### src/rtl/vlb_pkg.sv
package vlb_pkg;
  localparam int LIN_W   = 16;
  localparam int PCM_W   = 8;
  localparam int MODE_W  = 2;
  localparam int MU_BIAS = 132;
  localparam int MU_CLIP = 32635;

  typedef enum logic [MODE_W-1:0] {
    LB_NORMAL  = 2'b00,
    LB_ATEST   = 2'b01,
    LB_DIGITAL = 2'b10,
    LB_FULL    = 2'b11
  } lb_mode_e;

  // linear two's complement -> inverted mu-law code
  function automatic logic [PCM_W-1:0] mu_compress(input logic [LIN_W-1:0] s);
    logic            neg;
    logic [LIN_W-1:0] mag;
    logic [2:0]      seg;
    logic [3:0]      man;
    int              sh;
    neg = s[LIN_W-1];
    mag = neg ? (~s + 1'b1) : s;
    if (mag > LIN_W'(MU_CLIP)) mag = LIN_W'(MU_CLIP);
    mag = mag + LIN_W'(MU_BIAS);
    casez (mag[14:7])
      8'b1???????: seg = 3'd7;
      8'b01??????: seg = 3'd6;
      8'b001?????: seg = 3'd5;
      8'b0001????: seg = 3'd4;
      8'b00001???: seg = 3'd3;
      8'b000001??: seg = 3'd2;
      8'b0000001?: seg = 3'd1;
      default:     seg = 3'd0;
    endcase
    sh  = int'(seg) + 3;
    man = mag[sh +: 4];
    return ~{neg, seg, man};
  endfunction

  // inverted mu-law code -> linear two's complement
  function automatic logic [LIN_W-1:0] mu_expand(input logic [PCM_W-1:0] c);
    logic [PCM_W-1:0] k;
    logic [LIN_W-1:0] t;
    k = ~c;
    t = ({{(LIN_W-7){1'b0}}, k[3:0], 3'b000} + LIN_W'(MU_BIAS)) << k[6:4];
    return k[7] ? (LIN_W'(MU_BIAS) - t) : (t - LIN_W'(MU_BIAS));
  endfunction
endpackage

### src/rtl/vlb_mode_latch.sv
module vlb_mode_latch
  import vlb_pkg::*;
(
  input  logic              clk,
  input  logic              rst_n,
  input  logic              frame_sync,
  input  logic [MODE_W-1:0] mode_req,
  input  logic              bypass_req,
  output lb_mode_e          mode_act,
  output logic              bypass_act
);
  always_ff @(posedge clk) begin
    if (!rst_n) begin
      mode_act   <= LB_NORMAL;
      bypass_act <= 1'b0;
    end else if (frame_sync) begin
      mode_act   <= lb_mode_e'(mode_req);
      bypass_act <= bypass_req;
    end
  end

  p_mode_hold_r2: assert property (@(posedge clk) disable iff (!rst_n)
    !$past(frame_sync) |-> ($stable(mode_act) && $stable(bypass_act)));
  p_mode_take_r2: assert property (@(posedge clk) disable iff (!rst_n)
    frame_sync |=> (mode_act == lb_mode_e'($past(mode_req))));
endmodule

### src/rtl/vlb_rx_expand.sv
module vlb_rx_expand
  import vlb_pkg::*;
#(
  parameter int W = LIN_W
) (
  input  logic         clk,
  input  logic         rst_n,
  input  logic         in_v,
  input  logic [W-1:0] in_d,
  input  logic         bypass,
  output logic         out_v,
  output logic [W-1:0] out_d
);
  logic [W-1:0] expanded;
  assign expanded = mu_expand(in_d[PCM_W-1:0]);

  always_ff @(posedge clk) begin
    if (!rst_n) begin
      out_v <= 1'b0;
      out_d <= '0;
    end else begin
      out_v <= in_v;
      if (in_v) out_d <= bypass ? in_d : expanded;
    end
  end

  p_rx_follow_r3: assert property (@(posedge clk) disable iff (!rst_n)
    in_v |=> out_v);
  p_rx_pass_r7: assert property (@(posedge clk) disable iff (!rst_n)
    (in_v && bypass) |=> (out_d == $past(in_d)));
endmodule

### src/rtl/vlb_tx_framer.sv
module vlb_tx_framer
  import vlb_pkg::*;
#(
  parameter int W = LIN_W
) (
  input  logic         clk,
  input  logic         rst_n,
  input  logic         frame_sync,
  input  logic         src_v,
  input  logic [W-1:0] src_d,
  input  logic         bypass,
  output logic         tx_v,
  output logic [W-1:0] tx_d
);
  logic         hold_v;
  logic [W-1:0] hold_d;
  logic [W-1:0] coded;

  assign coded = bypass ? src_d : {{(W-PCM_W){1'b0}}, mu_compress(src_d)};

  always_ff @(posedge clk) begin
    if (!rst_n) begin
      hold_v <= 1'b0;
      hold_d <= '0;
      tx_v   <= 1'b0;
      tx_d   <= '0;
    end else begin
      tx_v <= frame_sync && hold_v;
      if (frame_sync && hold_v) tx_d <= hold_d;
      if (src_v) begin
        hold_v <= 1'b1;
        hold_d <= coded;
      end else if (frame_sync) begin
        hold_v <= 1'b0;
      end
    end
  end

  p_tx_at_sync_r10: assert property (@(posedge clk) disable iff (!rst_n)
    tx_v |-> $past(frame_sync));
  p_tx_pulse_r10: assert property (@(posedge clk) disable iff (!rst_n)
    tx_v |=> !tx_v);
  p_tx_empty_r1: assert property (@(posedge clk) disable iff (!rst_n)
    (frame_sync && !hold_v) |=> !tx_v);
endmodule

### src/rtl/vlb_router.sv
module vlb_router
  import vlb_pkg::*;
#(
  parameter int W = LIN_W
) (
  input  logic              clk,
  input  logic              rst_n,
  input  logic              frame_sync,
  input  logic [MODE_W-1:0] mode_req,
  input  logic              bypass_req,
  input  logic              rx_pcm_valid,
  input  logic [W-1:0]      rx_pcm_data,
  output logic              dac_valid,
  output logic [W-1:0]      dac_sample,
  input  logic              adc_valid,
  input  logic [W-1:0]      adc_sample,
  output logic              tx_pcm_valid,
  output logic [W-1:0]      tx_pcm_data
);
  lb_mode_e     mode_act;
  logic         bypass_act;
  logic         rx_lin_v;
  logic [W-1:0] rx_lin_d;
  logic         adc_q_v;
  logic [W-1:0] adc_q_d;
  logic         hyb_v;
  logic [W-1:0] hyb_d;
  logic         tx_src_v;
  logic [W-1:0] tx_src_d;
  logic         atest_sel;

  vlb_mode_latch u_mode (
    .clk(clk), .rst_n(rst_n), .frame_sync(frame_sync),
    .mode_req(mode_req), .bypass_req(bypass_req),
    .mode_act(mode_act), .bypass_act(bypass_act)
  );

  vlb_rx_expand #(.W(W)) u_rx (
    .clk(clk), .rst_n(rst_n), .in_v(rx_pcm_valid), .in_d(rx_pcm_data),
    .bypass(bypass_act), .out_v(rx_lin_v), .out_d(rx_lin_d)
  );

  // converter-side register and hybrid-path register
  always_ff @(posedge clk) begin
    if (!rst_n) begin
      adc_q_v <= 1'b0;
      adc_q_d <= '0;
      hyb_v   <= 1'b0;
      hyb_d   <= '0;
    end else begin
      adc_q_v <= adc_valid;
      if (adc_valid) adc_q_d <= adc_sample;
      hyb_v <= dac_valid && (mode_act == LB_FULL);
      if (dac_valid) hyb_d <= dac_sample;
    end
  end

  assign atest_sel  = (mode_act == LB_ATEST);
  assign dac_valid  = atest_sel ? adc_q_v : rx_lin_v;
  assign dac_sample = atest_sel ? adc_q_d : rx_lin_d;

  always_comb begin
    tx_src_v = 1'b0;
    tx_src_d = adc_q_d;
    unique case (mode_act)
      LB_NORMAL:  begin tx_src_v = adc_q_v;  tx_src_d = adc_q_d;  end
      LB_ATEST:   begin tx_src_v = 1'b0;     tx_src_d = adc_q_d;  end
      LB_DIGITAL: begin tx_src_v = rx_lin_v; tx_src_d = rx_lin_d; end
      LB_FULL:    begin tx_src_v = hyb_v;    tx_src_d = hyb_d;    end
      default:    begin tx_src_v = 1'b0;     tx_src_d = adc_q_d;  end
    endcase
  end

  vlb_tx_framer #(.W(W)) u_tx (
    .clk(clk), .rst_n(rst_n), .frame_sync(frame_sync),
    .src_v(tx_src_v), .src_d(tx_src_d), .bypass(bypass_act),
    .tx_v(tx_pcm_valid), .tx_d(tx_pcm_data)
  );

  p_atest_silent_r4: assert property (@(posedge clk) disable iff (!rst_n)
    (atest_sel && adc_valid) |=> (dac_valid && !tx_src_v));
  p_atest_data_r4: assert property (@(posedge clk) disable iff (!rst_n)
    (atest_sel && adc_valid && !frame_sync) |=> (dac_sample == $past(adc_sample)));
  p_digital_tap_r5: assert property (@(posedge clk) disable iff (!rst_n)
    (mode_act == LB_DIGITAL && rx_lin_v) |-> (tx_src_v && tx_src_d == dac_sample));
  p_full_hyb_r6: assert property (@(posedge clk) disable iff (!rst_n)
    (mode_act == LB_FULL && dac_valid && !frame_sync) |=> (hyb_v && hyb_d == $past(dac_sample)));
  p_pcm_upper_r7: assert property (@(posedge clk) disable iff (!rst_n)
    (frame_sync && !bypass_act && !adc_valid && !rx_pcm_valid && !tx_src_v
     && mode_act == LB_NORMAL && !adc_q_v) |=> (tx_pcm_valid -> tx_pcm_data[W-1:PCM_W] == '0));
endmodule

### config.mk
export PLATFORM = sky130hd
export DESIGN_NAME = vlb_router
export DESIGN_NICKNAME = d
export VERILOG_FILES = /design/src/rtl/vlb_pkg.sv /design/src/rtl/vlb_mode_latch.sv /design/src/rtl/vlb_rx_expand.sv /design/src/rtl/vlb_tx_framer.sv /design/src/rtl/vlb_router.sv
export SDC_FILE = /design/constraint.sdc
export NUM_CORES = 1
export LEC_CHECK = 0
export ABC_AREA = 1
export BUFFER_PORTS_ARGS = -buffer_cell sky130_fd_sc_hd__buf_2
export CORE_ASPECT_RATIO = 0.7
export CORE_UTILIZATION = 35
export DETAILED_ROUTE_END_ITERATION = 10
export SETUP_SLACK_MARGIN = 0.2
export SLEW_MARGIN = 20
export SYNTH_ARGS = -nofsm -noshare
export SYNTH_HDL_FRONTEND = slang
export SYNTH_HIERARCHICAL = 1
export SYNTH_SLANG_ARGS = --single-unit
### constraint.sdc
create_clock -name clk -period 10.2 [get_ports clk]
set_input_delay 1.53 -clock clk [delete_from_list [all_inputs] [get_ports clk]]
set_output_delay 1.53 -clock clk [all_outputs]
set_load 0.05 [all_outputs]
; After elaboration in Yosys (flattened, before gate mapping)
; Index checks and enable logic that the tools add are counted.
[totals]
wordCells = 50
output_inout_bits = 34
mem_count = 0
register_bits = 88
latch_bits = 0
ramBits = 0
rom_bits = 0
[classes]
div_mod_pow = 0
bitwise_logic = 3
magnitude_cmp = 1
eq_ne = 9
add_sub_neg = 6
n_shift = 2
n_reduce_logical = 5
mul = 0
n_mux = 12
[ops]
columns = op, n
row1 = $mux 16, 6
row2 = $pmux 16 s3, 1
row3 = $shiftx 16x32->4, 1
row4 = $pmux 3 s7, 1
row5 = $add 16x1->16 const B, 1
row6 = $add 16x8->16 const B, 1
row7 = $gt 16x15->1 const B, 1
row8 = $not 16->16, 1
row9 = $not 8->8, 2
row10 = $shl 16x3->16, 1
row11 = $sub 16x8->16 const B, 1
row12 = $sub 8x16->16 const A, 1
row13 = $add 7x8->9 const B, 1
row14 = $eq 7x1->1 const B, 1
row15 = $eq 6x1->1 const B, 1
row16 = $eq 5x1->1 const B, 1
row17 = $add 3x2->4 const B, 1
row18 = $eq 2x1->1 const B, 2
row19 = $eq 2x2->1 const B, 2
row20 = $eq 4x1->1 const B, 1
row21 = $pmux 1 s4, 1
row22 = $eq 3x1->1 const B, 1
row23 = $mux 1, 3
row24 = $logic_and 1x1->1, 2
row25 = other kinds (3), 3

; Longest topological paths before layout
; Gate-level depths: netlist of run 1.
[depth]
ltp_word = 15
depth_mapped = 37
mapped_depth_nobuf = 35

; Cells and area by module
; Netlist of run 1, hierarchy kept.
[by_module_without_submodules]
columns = mod, cells_each, area_per_inst_um2, n_inst, seq_area_each_um2
row1 = vlb_tx_framer, 416, 2651.3, 1, 680.7
row2 = vlb_router, 294, 1825.5, 1, 680.7
row3 = vlb_rx_expand, 248, 1516.5, 1, 340.3
row4 = vlb_mode_latch, 18, 116.4, 1, 60.1

; Worst setup path before layout of run 1
; Ideal clock, no wire load.
[synth_timing]
kind = register to register
startpoint = register u_mode.mode_act[1]
endpoint = register u_tx.hold_d[2]
path_slack_ps = 6201
t_required_ps = 10087
setup_time_ps = 113
arrival_time_ps = 3886
stages_incl_launch_ff = 37
cell_sequence = dfxtp_1 > inv_2 > buf_4 > clkbuf_1 > nand2_1 > o211ai_1 > inv_1 > ha_1 > inv_1 > nand2_1 > xor2_1 > inv_1 > nand2_1 > nor2_2 > nand3_2 > nand2_1 > nand3_2 > buf_6 > nand2_1 > inv_1 > nand3_1 > ha_1 > nand3_2 > nand2_2 > nand2_1 > nand2_1 > nand2_1 > a21oi_2 > nand2_4 > nand2_4 > nand2_2 > nand3_1 > nand2_1 > nand2_1 > nand2_1 > o21ai_1 > inv_1
[synth_via]
elab_chain_len = 15
elab_cells_between_ends = 24
classes_between = add/sub: 3 / order compare: 1 / eq/ne: 9 / shift: 1 / mux: 6 / bitwise: 2 / reduce/logical: 2
[synth_lines]
columns = item, line
row1 = "start, declared", vlb_mode_latch.sv:9  ; output lb_mode_e mode_act,
row2 = "start signal, assigned", vlb_mode_latch.sv:17  ; mode_act <= lb_mode_e'(mode_req);
row3 = $eq 2x1->1 or $logic_not 2->1 (tied branches), vlb_router.sv:65  ; unique case (mode_act)
row4 = $reduce_or 2->1 (no line), -
row5 = $pmux 16 s3 *, vlb_router.sv:65
row6 = named net tx_src_d[0], vlb_router.sv:29  ; logic [W-1:0] tx_src_d;
row7 = $not 16->16, vlb_pkg.sv:23  ; mag = neg ? (~s + 1'b1) : s;
row8 = $add 16x1->16, vlb_pkg.sv:23
row9 = $mux 16 *, vlb_pkg.sv:23
row10 = $gt 16x15->1, vlb_pkg.sv:24  ; if (mag > LIN_W'(MU_CLIP)) mag = LIN_W'(MU_CLIP);
row11 = $mux 16 *, vlb_pkg.sv:24
row12 = $add 16x8->16 *, vlb_pkg.sv:25  ; mag = mag + LIN_W'(MU_BIAS);
row13 = "$eq 7x1->1, or another cell as far along", vlb_pkg.sv:26  ; casez (mag[14:7])
row14 = $pmux 3 s7, vlb_pkg.sv:26
row15 = $add 3x2->4, vlb_pkg.sv:36  ; sh = int'(seg) + 3;
row16 = $shiftx 16x32->4 *, vlb_pkg.sv:37  ; man = mag[sh +: 4];
row17 = $not 8->8 *, vlb_pkg.sv:38  ; return ~{neg, seg, man};
row18 = $mux 16 *, vlb_tx_framer.sv:19  ; assign coded = bypass ? src_d : {{(W-PCM_W){1'b0}}, mu_compress(src_d)};
row19 = "end signal, assigned", vlb_tx_framer.sv:32  ; hold_d <= coded;
row20 = "end, declared", vlb_tx_framer.sv:16  ; logic [W-1:0] hold_d;
; The timed path passes the listed nets; every way through them passes the cells marked *.
; A chain may end at the register's enable or synchronous reset.

; Worst setup path in the final report of run 1
[layout_timing]
startpoint = register u_mode.mode_act[1]
endpoint = register u_tx.hold_d[3]
; Same word-level chain as after synthesis.

==> impl_results.md, run 1 <==
- Area growth from synthesis to layout: 12.8%
- Diode count: 0
- Clock skew: 0.0112 ns
- R2r endpoint: u_tx/hold_d[3]$_SDFFE_PN0P_
- Worst skew pair latency: 0.35 ns
- Vias per std cell: 4.96
- Post-synth top area share: 28.8%
- Wire per inst: 13.6 µm
- Reg-to-reg setup timing slack: 5.01 ns
- Async SR Flop Fraction: 0%
- Postcts setup bufs: 0
- First-pass GRT wire length: 28.6 mm
- Routability cong.: 0.923
- Proportion of layout cells with a drive suffix above 1: 18.3%
- Sequential share of the synthesized area: 28.8%
- DR DRC count: 0
- Die ar.: 18000 µm²
- Hold Vio Cnt, Final: 0
- Yosys top cell by area: dfxtp_1
- Pwr Total: 1.08 mW
- Synth cell types: 45
- Commonest cells in the netlist: 262 x nand2_1, 144 x nor2_1, 114 x nand3_1
- CP Max Fanout: 37
- Max Freq: 0.193 GHz
- Relative slew slack: 50.5%
- Post-Syn Instances: 976
- Ports: 74
- R2R depth: 25
- Ys flop type: dfxtp_1
- DR pass1 iterations: 5
- Number of synthesized flops with an enable pin: 0
- FF-to-FF Start: u_mode/mode_act[1]$_SDFFE_PN0P_
- Worst endpoint required time: 10.50 ns
- Root buffer cell: clkbuf_16
- Reg clk slew, reported paths: 0.07 ns
- DIE WIDTH: 160 µm
- Total core area: 17100 µm²
- Largest net degree at the start of global routing: 63
- Die H: 113 µm
- Initial DRC Count: 535
- Post-CTS sizing: 0
- Setup violators final: 0
- Yosys Warn Count: 6
- Pins Over Slew Limit: 0
- Critical path class: flip-flop to flip-flop
- Syn nets: 1021
- TritonCTS Sinks: 88
- Final #Nets: 1071
- Crit end category: flip-flop
- Most frequent cell after synthesis: nand2_1
- RSZ-0062 raised after global routing: no
- Final Cycle Share: 50.9%
- PD cells: 157 nW/µm²
- Routed Wire Length: 17.2 mm
- Actual slew at the worst max-slew pin: 0.742 ns
- Hpwl dp: 13.0 mm
- Hold_sp: u_tx/hold_v$_SDFFE_PN0P_
- Worst Hold Class: flip-flop to flip-flop
- Slowest CP cell: nor2_2
- Grt ovf: 0
- CTS tree: done
- Mapped Avg Cell Area: 6.26 µm²
- Dominant cells by area after synthesis: dfxtp_1 29%, nand2_1 16%, nand3_1 9.3%
- Vias after detailed routing: 6263
- Hold EP: u_tx/hold_v$_SDFFE_PN0P_
- # port buffers: 73
- Inserted Clock Buffers: 9
- Arrival time at the worst endpoint: 5.49 ns
- Post-Route Setup TNS: 0 ns
- H-tree Lvls: 3
- Crit path launch type: flip-flop
- FP Rows: 40
- Total GRT Usage: 19.5%
- Antenna viol nets, final: 0
- Top cell by count, worst path: nand3_1
- Max Root-Sink Buffers: 2
- Outcome: complete, no violations
- Synthesized flop and latch total: 88
- Pleak: 3.33 nW
- Worst IR Drop VDD: 74.5 µV
- Initial Util: 35.7%
- MaxCap Viol Count: 0
- Hold path cells: 2
- CTS Hold Buffers Added: 0
- Slowest stage delay, CP: 0.59 ns
- Vias in the first global route: 5499
- Initial antenna violation count: 0
- Syn Std Cell Area: 6110 µm²
- Minimum clock period: 5.19 ns
-- where the power goes --
| group | switching [mW] | total (mW) | internal [mW] |
|---|---|---|---|
| logic | 0.257 | 0.369 | 0.112 |
| clock network | 0.158 | 0.330 | 0.173 |
| registers | 0.0150 | 0.381 | 0.366 |
-- cells in the final DEF (no fill, tap or decap), types with 7 or more instances in the layout --
| cell | count |
|---|---|
| inv_1 | 83 |
| inv_2 | 10 |
| nor2_1 | 144 |
| nand2_2 | 25 |
| dfxtp_1 | 88 |
| nand3_2 | 14 |
| buf_2 | 73 |
| nor2_4 | 7 |
| a21oi_1 | 41 |
| nand3_1 | 114 |
| o21ai_0 | 47 |
| nand2_1 | 262 |
| nor2_2 | 9 |
| o21ai_1 | 10 |
| clkbuf_16 | 9 |
| o211ai_1 | 23 |
-- per-layer routing --
| metal | vias to the layer above | global-route usage (%) | part of all wire (%) |
|---|---|---|---|
| met4 | 0 | 4.63 | 1.1 |
| met1 | 2796 | 30.7 | 54 |
| met3 | 14 | 2.70 | 6.2 |
| met5 | - | 0 | 0 |
| li1 | 3238 | - | - |
| met2 | 215 | 27.4 | 38 |
-- worst max path at each step --
stage,startpoint,endpoint,cells after the start
after detailed placement,u_mode/mode_act[1]$_SDFFE_PN0P_,u_tx/hold_d[2]$_SDFFE_PN0P_,29
final,u_mode/mode_act[1]$_SDFFE_PN0P_,u_tx/hold_d[3]$_SDFFE_PN0P_,25
after global placement,u_mode/mode_act[1]$_SDFFE_PN0P_,u_tx/hold_d[2]$_SDFFE_PN0P_,30
after CTS,u_mode/mode_act[1]$_SDFFE_PN0P_,u_tx/hold_d[2]$_SDFFE_PN0P_,30
after global routing,u_mode/mode_act[1]$_SDFFE_PN0P_,u_tx/hold_d[2]$_SDFFE_PN0P_,29
after floorplan,u_mode/mode_act[1]$_SDFFE_PN0P_,u_tx/hold_d[2]$_SDFFE_PN0P_,36
-- area by class of cell --
| cell class | count | area, µm² |
|---|---|---|
| clock buffers | 9 | 225 |
| clock inverters | 7 | 70.1 |
| fillers | 1898 | 10200 |
| inverters | 98 | 378 |
| multi-input cells | 751 | 3760 |
| flip-flops and latches | 88 | 1760 |
| well taps | 231 | 289 |
| repair buffers | 78 | 403 |
-- kinds of logic after synthesis --
group	after synthesis	share of synthesized area (%)
flip-flops	88	28.8
XOR/XNOR	10	1.99
adder cells (fa/ha/maj)	5	1.02
AO/OA/AOI/OAI	136	13.1
buffers and inverters	137	9.56
AND/OR/NAND/NOR	600	45.4
-- metrics by stage --
step	setup slack, ns	utilization (%)	area, µm²	hold slack, ns	instances
final	5.01	40.3	6890	0.463	1262
after global routing	4.37	40.3	6890	0.487	1262
after CTS	5.06	40.3	6890	0.466	1262
after detailed placement	5.09	38.5	6600	0.455	1246
after global placement	5.22	38.5	6600	0.454	1246
after floorplan	6.20	-	6110	0.439	976
-- state kept, by name (all words and copies together) (netlist names) --
name and cells:
adc_q_d 16, adc_q_v 1, hyb_d 16, hyb_v 1
u_mode/bypass_act 1, u_mode/mode_act 2, u_rx/out_d 16, u_rx/out_v 1
u_tx/hold_d 16, u_tx/hold_v 1, u_tx/tx_d 16, u_tx/tx_v 1
-- worst max-delay path, delay by kind of cell (launching register included) --
family / cells / cell delay (ns)
adder cells (fa/ha/maj): 1 / 0.25
AO/OA/AOI/OAI: 4 / 0.91
buffers and inverters: 4 / 0.52
flip-flops: 1 / 0.41
AND/OR/NAND/NOR: 16 / 3.04
(Power assumes the default switching activity.)
==> run 2: changes to the inputs <==
Settings changed: ABC_AREA 1 to 0.
Clock period 10.2 ns to 4.9 ns, I/O delays scaled along.
==> run 2 against run 1 <==
Fmax increased by 12%. Clock-buffer cell count did not move. First-iteration DRC count grew 0.37%. Utilization rose by 4.3 points. Non-clock buffer count rose by 72. Sequential share of layout area fell by 4.7 points. Cell area up 23%. Worst hold slack worse by 0.0090 ns. Global-route usage is 0.57 points higher.
==> impl_results.md, run 2 <==
- Vias per std cell: 5.54
- Post-Syn Instances: 845
- Syn nets: 890
- DR DRC count: 0
- Wire per inst: 17.6 µm
- Commonest cells in the netlist: 88 x dfxtp_1, 78 x mux2i_1, 78 x nand2_1
- Synth cell types: 98
- Arrival time at the worst endpoint: 4.89 ns
- Final Cell Area: 8490 µm²
- Post-Route Setup TNS: 0 ns
- Hold path cells: 2
- DR pass1 iterations: 5
- Largest net degree at the start of global routing: 48
- CTS tree: done
- MaxCap Viol Count: 0
- Post-synth top area share: 25.6%
- Outcome: complete, no violations
- Reg clk slew, reported paths: 0.07 ns
- Hold Vio Cnt, Final: 0
- Mapped Avg Cell Area: 8.14 µm²
- CTS Hold Buffers Added: 0
- Vias after detailed routing: 6654
- H-tree Lvls: 3
- Routed Wire Length: 21.2 mm
- Synthesized flop and latch total: 88
- Clock skew: 0.0119 ns
- Final Cycle Share: 94.6%
- Yosys Warn Count: 6
- Most frequent cells in the layout: 86 x dfxtp_1, 76 x mux2i_1, 76 x nand2_1
- Worst Hold Class: flip-flop to flip-flop
- Vias in the first global route: 5864
- Crit end category: flip-flop
- # port buffers: 73
- Worst IR Drop VDD: 188 µV
- Yosys top cell by area: dfxtp_1
- Async SR Flop Fraction: 0%
- Pins Over Slew Limit: 0
- Diode count: 0
- Root buffer cell: clkbuf_16
- Commonest non-fill, non-tap cell in the layout: dfxtp_1
- Placed cell area: 7690 µm²
- Area growth from synthesis to layout: 23.4%
- TritonCTS Sinks: 88
- R2R depth: 21
- Max Root-Sink Buffers: 2
- Relative slew slack: 41.7%
- Max Freq: 0.216 GHz
- Worst endpoint required time: 5.16 ns
- RSZ-0062 raised after global routing: yes
- Proportion of layout cells with a drive suffix above 1: 28.8%
- Minimum clock period: 4.64 ns
- Ys flop type: dfxtp_1
- FP Rows: 42
- Antenna viol nets, final: 0
- CP Max Fanout: 6
- Initial DRC Count: 537
- Sequential share of the synthesized area: 25.6%
- Total core area: 19100 µm²
- Actual slew at the worst max-slew pin: 0.874 ns
- Inserted Clock Buffers: 9
- Final #Nets: 978
- Setup violators final: 0
- Critical path class: flip-flop to flip-flop
- First-pass GRT wire length: 32.5 mm
- Number of synthesized flops with an enable pin: 0
- Total GRT Usage: 20.1%
- Crit path launch type: flip-flop
- Die ar.: 20200 µm²
- Worst skew pair latency: 0.35 ns
- Initial antenna violation count: 0
- PD cells: 306 nW/µm²
- Routability cong.: 0.904
- Hpwl dp: 15.0 mm
- Syn Std Cell Area: 6880 µm²
- Initial Util: 36.1%
- Pleak: 3.42 nW
- Grt ovf: 0
- Most frequent cell after synthesis: dfxtp_1
- Ports: 74
- Dominant cells by area after synthesis: dfxtp_1 26%, mux2i_1 11%, a21oi_1 4.9%
- DIE WIDTH: 170 µm
- Die H: 119 µm
[run 2: cell types whose count changed after synthesis, moves of 18 or more]
cell | previous run | this run
nand3_1 | 114 | 14
nand2b_1 | 0 | 19
nor2_1 | 144 | 54
o22ai_1 | 0 | 19
nor2b_1 | 0 | 38
a21oi_1 | 41 | 68
nand2_1 | 262 | 78
mux2i_1 | 0 | 78
inv_1 | 83 | 20
o21ai_0 | 47 | 26
nand2_2 | 25 | 1
clkbuf_1 | 20 | 38
[run 2: layer usage]
metal	global-route usage, %	vias to the layer above	wire length [µm]
li1	-	3276	-
met1	32.8	3170	11500
met2	26.6	192	8240
met3	3.49	16	1300
met4	3.38	0	174
met5	0	-	0
[run 2: cell families after synthesis]
group	after synthesis	synth area share (%)
buffers and inverters	94	6.66
XOR/XNOR	22	2.80
adder cells (fa/ha/maj)	5	0.909
AND/OR/NAND/NOR	294	22.9
flip-flops	88	25.6
multiplexers	103	16.1
AO/OA/AOI/OAI	239	25.0
[run 2: timing repair]
| item | in CTS | in global routing |
|---|---|---|
| gates resized for setup | 6 | 34 |
| buffers inserted | 4 | 28 |
| pin swaps | 0 | 19 |
| gates cloned | 0 | 3 |
| setup endpoints to repair | 4 | 4 |
[run 2: critical path, stage by stage (launching register included)]
cell	delay, ns
dfxtp_4	0.39
buf_12	0.12
buf_6	0.10
mux2i_4	0.23
a21oi_4	0.10
or4_4	0.57
nor4_4	0.23
nor3_1	0.08
o211a_1	0.23
a21o_1	0.18
nor2_2	0.16
ha_4	0.22
inv_8	0.06
o311ai_4	0.31
a21oi_2	0.11
a211o_4	0.30
buf_4	0.16
buf_4	0.13
nor3b_1	0.26
o31ai_2	0.14
a31o_1	0.25
a221oi_1	0.22
[run 2: report_power, final]
part	switching, mW	internal (mW)	leakage [nW]	total [mW]
Clock	0.332	0.361	0.144	0.693
Combinational	0.652	0.467	2.56	1.12
Sequential	0.0369	0.751	0.720	0.788
[run 2: final timing paths]
kind / start / end / slack, ns
worst max-delay path: u_mode/mode_act[0]$_SDFFE_PN0P_ / u_tx/hold_d[3]$_SDFFE_PN0P_ / 0.26
worst min-delay path: u_tx/tx_d[2]$_SDFFE_PN0P_ / u_tx/tx_d[2]$_SDFFE_PN0P_ / 0.45
worst max register to register: u_mode/mode_act[0]$_SDFFE_PN0P_ / u_tx/hold_d[3]$_SDFFE_PN0P_ / 0.26
worst min register to register: u_tx/tx_d[2]$_SDFFE_PN0P_ / u_tx/tx_d[2]$_SDFFE_PN0P_ / 0.45
[run 2: through the flow]
step	std cells	total power, mW	hold slack [ns]	util, %	setup slack, ns
final	1202	2.60	0.454	44.5	0.264
after CTS	1171	2.48	0.453	42.3	0.256
after global placement	1151	1.77	0.443	40.3	0.120
after detailed placement	1151	1.76	0.446	40.3	0.0680
after floorplan	845	1.53	0.427	-	0.225
after global routing	1202	2.73	0.475	44.5	0.0681
[run 2: layout make-up]
cell class | count | area, µm²
multi-input combinational | 663 | 4980
timing repair buffer | 150 | 1020
fill | 1869 | 10600
clock buffer | 9 | 225
inverter | 21 | 86.3
clock inverter | 7 | 75.1
tap | 264 | 330
sequential | 88 | 1770
